## src/rtl/pmem_arb_pkg.sv

```systemverilog
package pmem_arb_pkg;

  typedef enum logic [1:0] {
    SRC_REF   = 2'd0,
    SRC_MOVER = 2'd1,
    SRC_FIFO  = 2'd2,
    SRC_HOST  = 2'd3
  } src_e;

  typedef enum logic [1:0] {
    CMD_IDLE    = 2'b00,
    CMD_REFRESH = 2'b01,
    CMD_WORD    = 2'b10,
    CMD_BURST   = 2'b11
  } cmd_e;

  // strobes from the control to the datapath
  typedef struct packed {
    logic start;    // begin a transfer at this edge
    src_e owner;    // winner
    cmd_e cmd;      // command of the transfer
    logic pair;     // longword occupies two cycles
    logic hostMgr;  // virtual source of a host transfer
  } arb_strobe_t;

endpackage

```

## src/rtl/pmem_arb_ctrl.sv

```systemverilog
module pmem_arb_ctrl
  import pmem_arb_pkg::*;
#(
  parameter int CNT_W = 16,
  parameter int AGE_W = 8
) (
  input  logic             clk,
  input  logic             rst_n,
  input  logic [CNT_W-1:0] refreshInterval,
  input  logic [AGE_W-1:0] hostAgeLimit,
  input  logic             moverReq,
  input  logic             fifoReq,
  input  logic [1:0]       fifoKind,
  input  logic             hostReq,
  input  logic [1:0]       hostKind,
  input  logic             hostIsMgr,
  input  logic             atBoundary,
  output arb_strobe_t      strobe
);

  localparam logic [1:0] MOVER_GAP = 2'd2;
  localparam logic [AGE_W-1:0] AGE_MAX = {AGE_W{1'b1}};

  logic [CNT_W-1:0] refCnt;
  logic             refPending;
  logic             refHit;
  logic [1:0]       moverHold;
  logic [AGE_W-1:0] hostWait;
  logic             hostAged;
  logic             moverOk;

  assign refHit   = (refCnt >= refreshInterval - CNT_W'(1));
  assign hostAged = (hostWait >= hostAgeLimit);
  assign moverOk  = moverReq && (moverHold == 2'd0);

  // refresh interval timer
  always_ff @(posedge clk) begin
    if (!rst_n) begin
      refCnt     <= '0;
      refPending <= 1'b0;
    end else begin
      refCnt <= refHit ? '0 : refCnt + CNT_W'(1);
      if (refHit)
        refPending <= 1'b1;
      else if (strobe.start && strobe.owner == SRC_REF)
        refPending <= 1'b0;
    end
  end

  // winner selection at a transfer boundary
  always_comb begin
    strobe         = '0;
    strobe.owner   = SRC_REF;
    strobe.cmd     = CMD_IDLE;
    strobe.hostMgr = hostIsMgr;
    if (atBoundary) begin
      if (refPending) begin
        strobe.start = 1'b1;
        strobe.owner = SRC_REF;
        strobe.cmd   = CMD_REFRESH;
      end else if (moverOk) begin
        strobe.start = 1'b1;
        strobe.owner = SRC_MOVER;
        strobe.cmd   = CMD_WORD;
      end else if (hostReq && hostAged) begin
        strobe.start = 1'b1;
        strobe.owner = SRC_HOST;
        strobe.cmd   = hostKind[1] ? CMD_BURST : CMD_WORD;
        strobe.pair  = (hostKind == 2'b01);
      end else if (fifoReq) begin
        strobe.start = 1'b1;
        strobe.owner = SRC_FIFO;
        strobe.cmd   = fifoKind[1] ? CMD_BURST : CMD_WORD;
        strobe.pair  = (fifoKind == 2'b01);
      end else if (hostReq) begin
        strobe.start = 1'b1;
        strobe.owner = SRC_HOST;
        strobe.cmd   = hostKind[1] ? CMD_BURST : CMD_WORD;
        strobe.pair  = (hostKind == 2'b01);
      end
    end
  end

  // pointer-mover cool-down and host waiting age
  always_ff @(posedge clk) begin
    if (!rst_n) begin
      moverHold <= '0;
      hostWait  <= '0;
    end else begin
      if (strobe.start && strobe.owner == SRC_MOVER)
        moverHold <= MOVER_GAP;
      else if (moverHold != 2'd0)
        moverHold <= moverHold - 2'd1;

      if (strobe.start && strobe.owner == SRC_HOST)
        hostWait <= '0;
      else if (!hostReq)
        hostWait <= '0;
      else if (hostWait != AGE_MAX)
        hostWait <= hostWait + AGE_W'(1);
    end
  end

endmodule

```

## src/rtl/pmem_arb_dp.sv

```systemverilog
module pmem_arb_dp
  import pmem_arb_pkg::*;
#(
  parameter int REF_CYCLES  = 4,
  parameter int BURST_BEATS = 8
) (
  input  logic        clk,
  input  logic        rst_n,
  input  arb_strobe_t strobe,
  output logic        atBoundary,
  output logic [3:0]  gntVec,
  output logic [1:0]  memCmd,
  output logic        memHostMgr,
  output logic        memBusy
);

  localparam int MAX_LEN = (REF_CYCLES > BURST_BEATS) ? REF_CYCLES : BURST_BEATS;
  localparam int LEN_W   = $clog2(MAX_LEN + 1);

  logic [LEN_W-1:0] remaining;
  logic [LEN_W-1:0] newLen;
  src_e             ownerReg;
  cmd_e             cmdReg;
  logic             mgrReg;

  always_comb begin
    unique case (strobe.cmd)
      CMD_REFRESH: newLen = LEN_W'(REF_CYCLES);
      CMD_BURST:   newLen = LEN_W'(BURST_BEATS);
      CMD_WORD:    newLen = strobe.pair ? LEN_W'(2) : LEN_W'(1);
      default:     newLen = '0;
    endcase
  end

  assign atBoundary = (remaining <= LEN_W'(1));

  always_ff @(posedge clk) begin
    if (!rst_n) begin
      remaining <= '0;
      ownerReg  <= SRC_REF;
      cmdReg    <= CMD_IDLE;
      mgrReg    <= 1'b0;
    end else if (strobe.start) begin
      remaining <= newLen;
      ownerReg  <= strobe.owner;
      cmdReg    <= strobe.cmd;
      if (strobe.owner == SRC_HOST)
        mgrReg <= strobe.hostMgr;
    end else if (remaining != '0) begin
      remaining <= remaining - LEN_W'(1);
    end
  end

  assign memBusy = (remaining != '0);

  for (genvar g = 0; g < 4; g++) begin : g_gnt
    assign gntVec[g] = memBusy && (ownerReg == src_e'(g));
  end

  assign memCmd     = memBusy ? cmdReg : CMD_IDLE;
  assign memHostMgr = mgrReg;

endmodule

```

## src/rtl/pmem_arbiter.sv

```systemverilog
module pmem_arbiter
  import pmem_arb_pkg::*;
#(
  parameter int CNT_W       = 16,
  parameter int AGE_W       = 8,
  parameter int REF_CYCLES  = 4,
  parameter int BURST_BEATS = 8
) (
  input  logic             clk,
  input  logic             rst_n,
  input  logic [CNT_W-1:0] refreshInterval,
  input  logic [AGE_W-1:0] hostAgeLimit,
  input  logic             moverReq,
  input  logic             fifoReq,
  input  logic [1:0]       fifoKind,
  input  logic             hostReq,
  input  logic [1:0]       hostKind,
  input  logic             hostIsMgr,
  output logic             refGnt,
  output logic             moverGnt,
  output logic             fifoGnt,
  output logic             hostGnt,
  output logic [1:0]       memCmd,
  output logic             memHostMgr,
  output logic             memBusy
);

  arb_strobe_t strobe;
  logic        atBoundary;
  logic [3:0]  gntVec;

  pmem_arb_ctrl #(.CNT_W(CNT_W), .AGE_W(AGE_W)) u_ctrl (
    .clk             (clk),
    .rst_n           (rst_n),
    .refreshInterval (refreshInterval),
    .hostAgeLimit    (hostAgeLimit),
    .moverReq        (moverReq),
    .fifoReq         (fifoReq),
    .fifoKind        (fifoKind),
    .hostReq         (hostReq),
    .hostKind        (hostKind),
    .hostIsMgr       (hostIsMgr),
    .atBoundary      (atBoundary),
    .strobe          (strobe)
  );

  pmem_arb_dp #(.REF_CYCLES(REF_CYCLES), .BURST_BEATS(BURST_BEATS)) u_dp (
    .clk        (clk),
    .rst_n      (rst_n),
    .strobe     (strobe),
    .atBoundary (atBoundary),
    .gntVec     (gntVec),
    .memCmd     (memCmd),
    .memHostMgr (memHostMgr),
    .memBusy    (memBusy)
  );

  assign refGnt   = gntVec[SRC_REF];
  assign moverGnt = gntVec[SRC_MOVER];
  assign fifoGnt  = gntVec[SRC_FIFO];
  assign hostGnt  = gntVec[SRC_HOST];

endmodule

```

## config.mk

```make
export PLATFORM = sky130hd
export DESIGN_NAME = pmem_arbiter
export DESIGN_NICKNAME = d
export VERILOG_FILES = /design/src/rtl/pmem_arb_pkg.sv /design/src/rtl/pmem_arb_ctrl.sv /design/src/rtl/pmem_arb_dp.sv /design/src/rtl/pmem_arbiter.sv
export SDC_FILE = /design/constraint.sdc
export NUM_CORES = 1
export LEC_CHECK = 0
export BUFFER_PORTS_ARGS = -buffer_cell sky130_fd_sc_hd__buf_2
export CORE_MARGIN = 10
export CORE_UTILIZATION = 60
export CTS_CLUSTER_DIAMETER = 200
export DETAILED_ROUTE_END_ITERATION = 8
export HOLD_SLACK_MARGIN = 0.12
export PLACE_DENSITY = 0.84
export SYNTH_ARGS = -nofsm -noshare
export SYNTH_HDL_FRONTEND = slang
export SYNTH_HIERARCHICAL = 1
export SYNTH_SLANG_ARGS = --single-unit
```

## constraint.sdc

```tcl
create_clock -name clk -period 6.93 [get_ports clk]
set_input_delay 1.386 -clock clk [delete_from_list [all_inputs] [get_ports clk]]
set_output_delay 1.386 -clock clk [all_outputs]
set_load 0.005 [all_outputs]
```

==> results.py <==
metrics = {
    "worst_setup_path": {
        "crit_arrival_ps": 4550,
        "crit_required_ps": 7050,
        "crit_slowest_cell": "a2bb2oi_1",
        "cpMostUsedCell": "o21ai_0",
        "critPathTopFamily": "simple AND/OR/NAND/NOR gates",
        "regToRegEndpoint": "u_ctrl/refCnt[13]",
        "startpoint": "refreshInterval[5]",
        "cp_num_cells": 12,
        "r2r-start": "u_ctrl/refCnt[0]",
        "path_cells": "buf_2 > nor4_2 > nand2_1 > or4_4 > nor4_4 > xnor2_1 > ha_1 > o21ai_0 > o21ai_0 > and4b_1 > a2bb2oi_1 > nor2_1",
        "path_buf_inv": 1,
        "crit_path_end_kind": "flip-flop",
        "r2r_slack_ps": 4500,
        "endpoint": "u_ctrl/refCnt[13]",
        "rr_worst_depth": 7,
        "worstSetupPathType": "input pin to flip-flop",
        "crit_fanout": 16,
        "crit_path_start_kind": "input pin",
        "max_stage_delay_ps": 870,
    },
    "clock_network": {
        "cts-buffers-inserted": 5,
        "clk_latency_ps": 290,
        "cts_tree": "yes",
        "cts_hold_buffers": 0,
        "cts_setup_buffers": 0,
        "postCtsResizedCells": 0,
        "clockBufferDepth": 2,
        "cts.sinks": 36,
        "clkTransAtPathRegs_ps": 70,
        "htreeDepth": 2,
        "clock-root-buffer": "clkbuf_8",
    },
    "timing": {
        "setup_tns_ps": 0,
        "fmax_ghz": 0.2260,
        "hold_slack_ps": 490.1,
        "fin_crit_sh_pct": 63.84,
        "fin_crit_ps": 4424,
        "setup_viol": 0,
        "hold_viol_final": 0,
        "tightest_slew_ps": 1188,
        "timing.slew.headroom_pct": 20.47,
        "maxSlewViolCount": 0,
        "fin_worst_skew_ps": 5.027,
        "rsz0062_at_grt": "no",
    },
    "drt": {
        "antenna_left": 0,
        "vias_per_cell": 5.560,
        "routed_wl_mm": 5.077,
        "met1_length_mm": 2.427,
        "top_layer": "met4",
        "vias": 2185,
        "drt_pre_antenna_iters": 4,
        "routed-wl-met2_mm": 2.340,
        "dr_wl_met3_um": 249,
        "drtIter0Drc": 62,
        "wl_per_cell_um": 12.92,
        "detail_route.drc_violations": 0,
    },
    "synthesis": {
        "synth_top_area_share_pct": 28.22,
        "syn-instance-count": 298,
        "yosys.area.top_type": "dfxtp_1",
        "synth_nets": 362,
        "ys_warn_count": 6,
        "synthArstFlopShare_pct": 0,
        "syn_area_um2": 2554,
        "synth_ff_type": "dfxtp_1",
        "synth_edf_count": 0,
        "yosys-top-cells-area": "dfxtp_1 (28%), ha_1 (15%), xnor2_1 (5.8%)",
        "yosys.cell_types.count": 49,
        "syn_avg_cell_area_um2": 8.569,
        "ys_ff_latch": 36,
        "yosysSeqAreaShare_pct": 28.22,
    },
    "global_route": {
        "antenna_found_initial": 0,
        "grt_pass1_wl_mm": 8.728,
        "grt_max_degree": 17,
        "grt_overflow": 0,
        "gr-usage-all-layers_pct": 13.69,
        "grt_pass1_vias": 2079,
    },
    "floorplanning": {
        "placeableCoreArea_um2": 4058,
        "die_w_um": 85.24,
        "die_h_um": 85.24,
        "ios": 42,
        "die_area_um2": 7266,
        "rows": 23,
        "start_util_pct": 62.94,
    },
    "final_layout": {
        "most-common-layout-cells": "buf_2 (41), nor2_1 (38), dfxtp_1 (36)",
        "drive_above_1_share_pct": 17.78,
        "layout.nets": 406,
        "mostFrequentLayoutCell": "buf_2",
        "area_growth_syn_to_layout_pct": 13.28,
        "num_antenna_cells": 0,
        "fill_cells": 335,
    },
    "placed_design": {
        "gp_congestion": 0.8194,
        "io_buffers": 41,
        "dp_hpwl_mm": 4.065,
    },
    "worst_hold_path": {
        "worstHoldPathCells": 1,
        "hold_class": "flip-flop to flip-flop",
    },
    "power": {
        "ir_drop_uv": 123.0,
        "leakage_nw": 1.269,
        "p_per_area_nw_per_um2": 242.5,
    },
    "outcome": {
        "status": "completed",
    },
    "run": {
        "cap_violations": 0,
    },
}
cell type report:
class	instances	area [um2]	area share (%)
timing repair buffer	41	205.2	7.093
sequential	36	720.7	24.91
inverter	17	63.81	2.206
multi-input combinational	241	1748	60.42
clock buffer	6	82.58	2.855
tap	50	62.56	2.163
clock inverter	2	10.01	0.3460
synth_stat cells, types with 2 or more instances:
| cell type | number |
|---|---|
| xor2_1 | 16 |
| a211oi_1 | 5 |
| or3_1 | 3 |
| nand2_1 | 16 |
| nor2_1 | 38 |
| xnor2_1 | 17 |
| nand2b_1 | 5 |
| a31oi_1 | 2 |
| nor2b_1 | 11 |
| a21oi_1 | 8 |
| or4_4 | 2 |
| nand3_1 | 12 |
| buf_2 | 2 |
| inv_1 | 17 |
| a211o_1 | 2 |
| nor3_1 | 10 |
| nand4_1 | 10 |
| and2b_2 | 2 |
| o211ai_1 | 3 |
| a31o_2 | 2 |
| dfxtp_1 | 36 |
| and3b_1 | 2 |
| o2111ai_1 | 2 |
| ha_1 | 30 |
| o21a_1 | 4 |
| and4_1 | 3 |
| o22ai_1 | 2 |
| o21ai_0 | 8 |
| mux2i_1 | 6 |
| nor3b_1 | 2 |
| and3_1 | 2 |
sequential cells by signal (all words and copies together), names as in the netlist:
name,flops
u_ctrl/moverHold,2
u_ctrl/hostWait,8
u_dp/cmdReg,2
u_dp/ownerReg,2
u_ctrl/refCnt,16
u_dp/memHostMgr,1
u_ctrl/refPending,1
u_dp/remaining,4
layer usage:
layer | global-route usage [%] | vias to the layer above
met4 | 4.641 | 0
li1 | - | 1156
met5 | 0 | -
met1 | 16.12 | 983
met2 | 23.09 | 41
met3 | 3.920 | 5
stage by stage:
| step | setup slack (ps) | utilization (%) | total power, mW | area (um2) | std cells |
|---|---|---|---|---|---|
| final | 2506 | 71.29 | 0.7016 | 2893 | 393 |
| after global routing | 2125 | 71.29 | 0.7559 | 2893 | 393 |
| after CTS | 2493 | 71.29 | 0.7100 | 2893 | 393 |
| after detailed placement | 2190 | 69.01 | 0.5513 | 2800 | 385 |
| after global placement | 2305 | 69.01 | 0.5410 | 2800 | 385 |
| after floorplan | 2920 | - | 0.4800 | 2554 | 298 |
kinds of logic (layout without fill, tap and decap cells):
family / after synthesis / count (layout) / synth area share (%)
AND/OR/NAND/NOR: 128 / 128 / 28.08
buffers and inverters: 21 / 66 / 3.332
adder cells (fa/ha/maj): 30 / 30 / 14.70
AO/OA/AOI/OAI: 43 / 43 / 11.42
flip-flops: 36 / 36 / 28.22
XOR/XNOR: 33 / 33 / 11.32
multiplexers: 7 / 7 / 2.940
report_power, final:
group | internal [mW] | total (mW) | switching [mW]
Sequential | 0.237 | 0.266 | 0.0295
Combinational | 0.135 | 0.280 | 0.146
Clock | 0.0793 | 0.155 | 0.0756
Total | 0.451 | 0.702 | 0.251
how the worst min path moves through the flow:
stage	from	endpoint
6_report	u_ctrl/refCnt[0]	u_ctrl/refCnt[0]
2_1_floorplan	u_ctrl/refCnt[0]	u_ctrl/refCnt[0]
3_5_place_dp	u_ctrl/refCnt[0]	u_ctrl/refCnt[0]
5_1_grt	u_ctrl/refCnt[0]	u_ctrl/refCnt[0]
4_1_cts	u_ctrl/refCnt[0]	u_ctrl/refCnt[0]
3_3_place_gp	u_ctrl/refCnt[0]	u_ctrl/refCnt[0]
(Power assumes the default switching activity.)
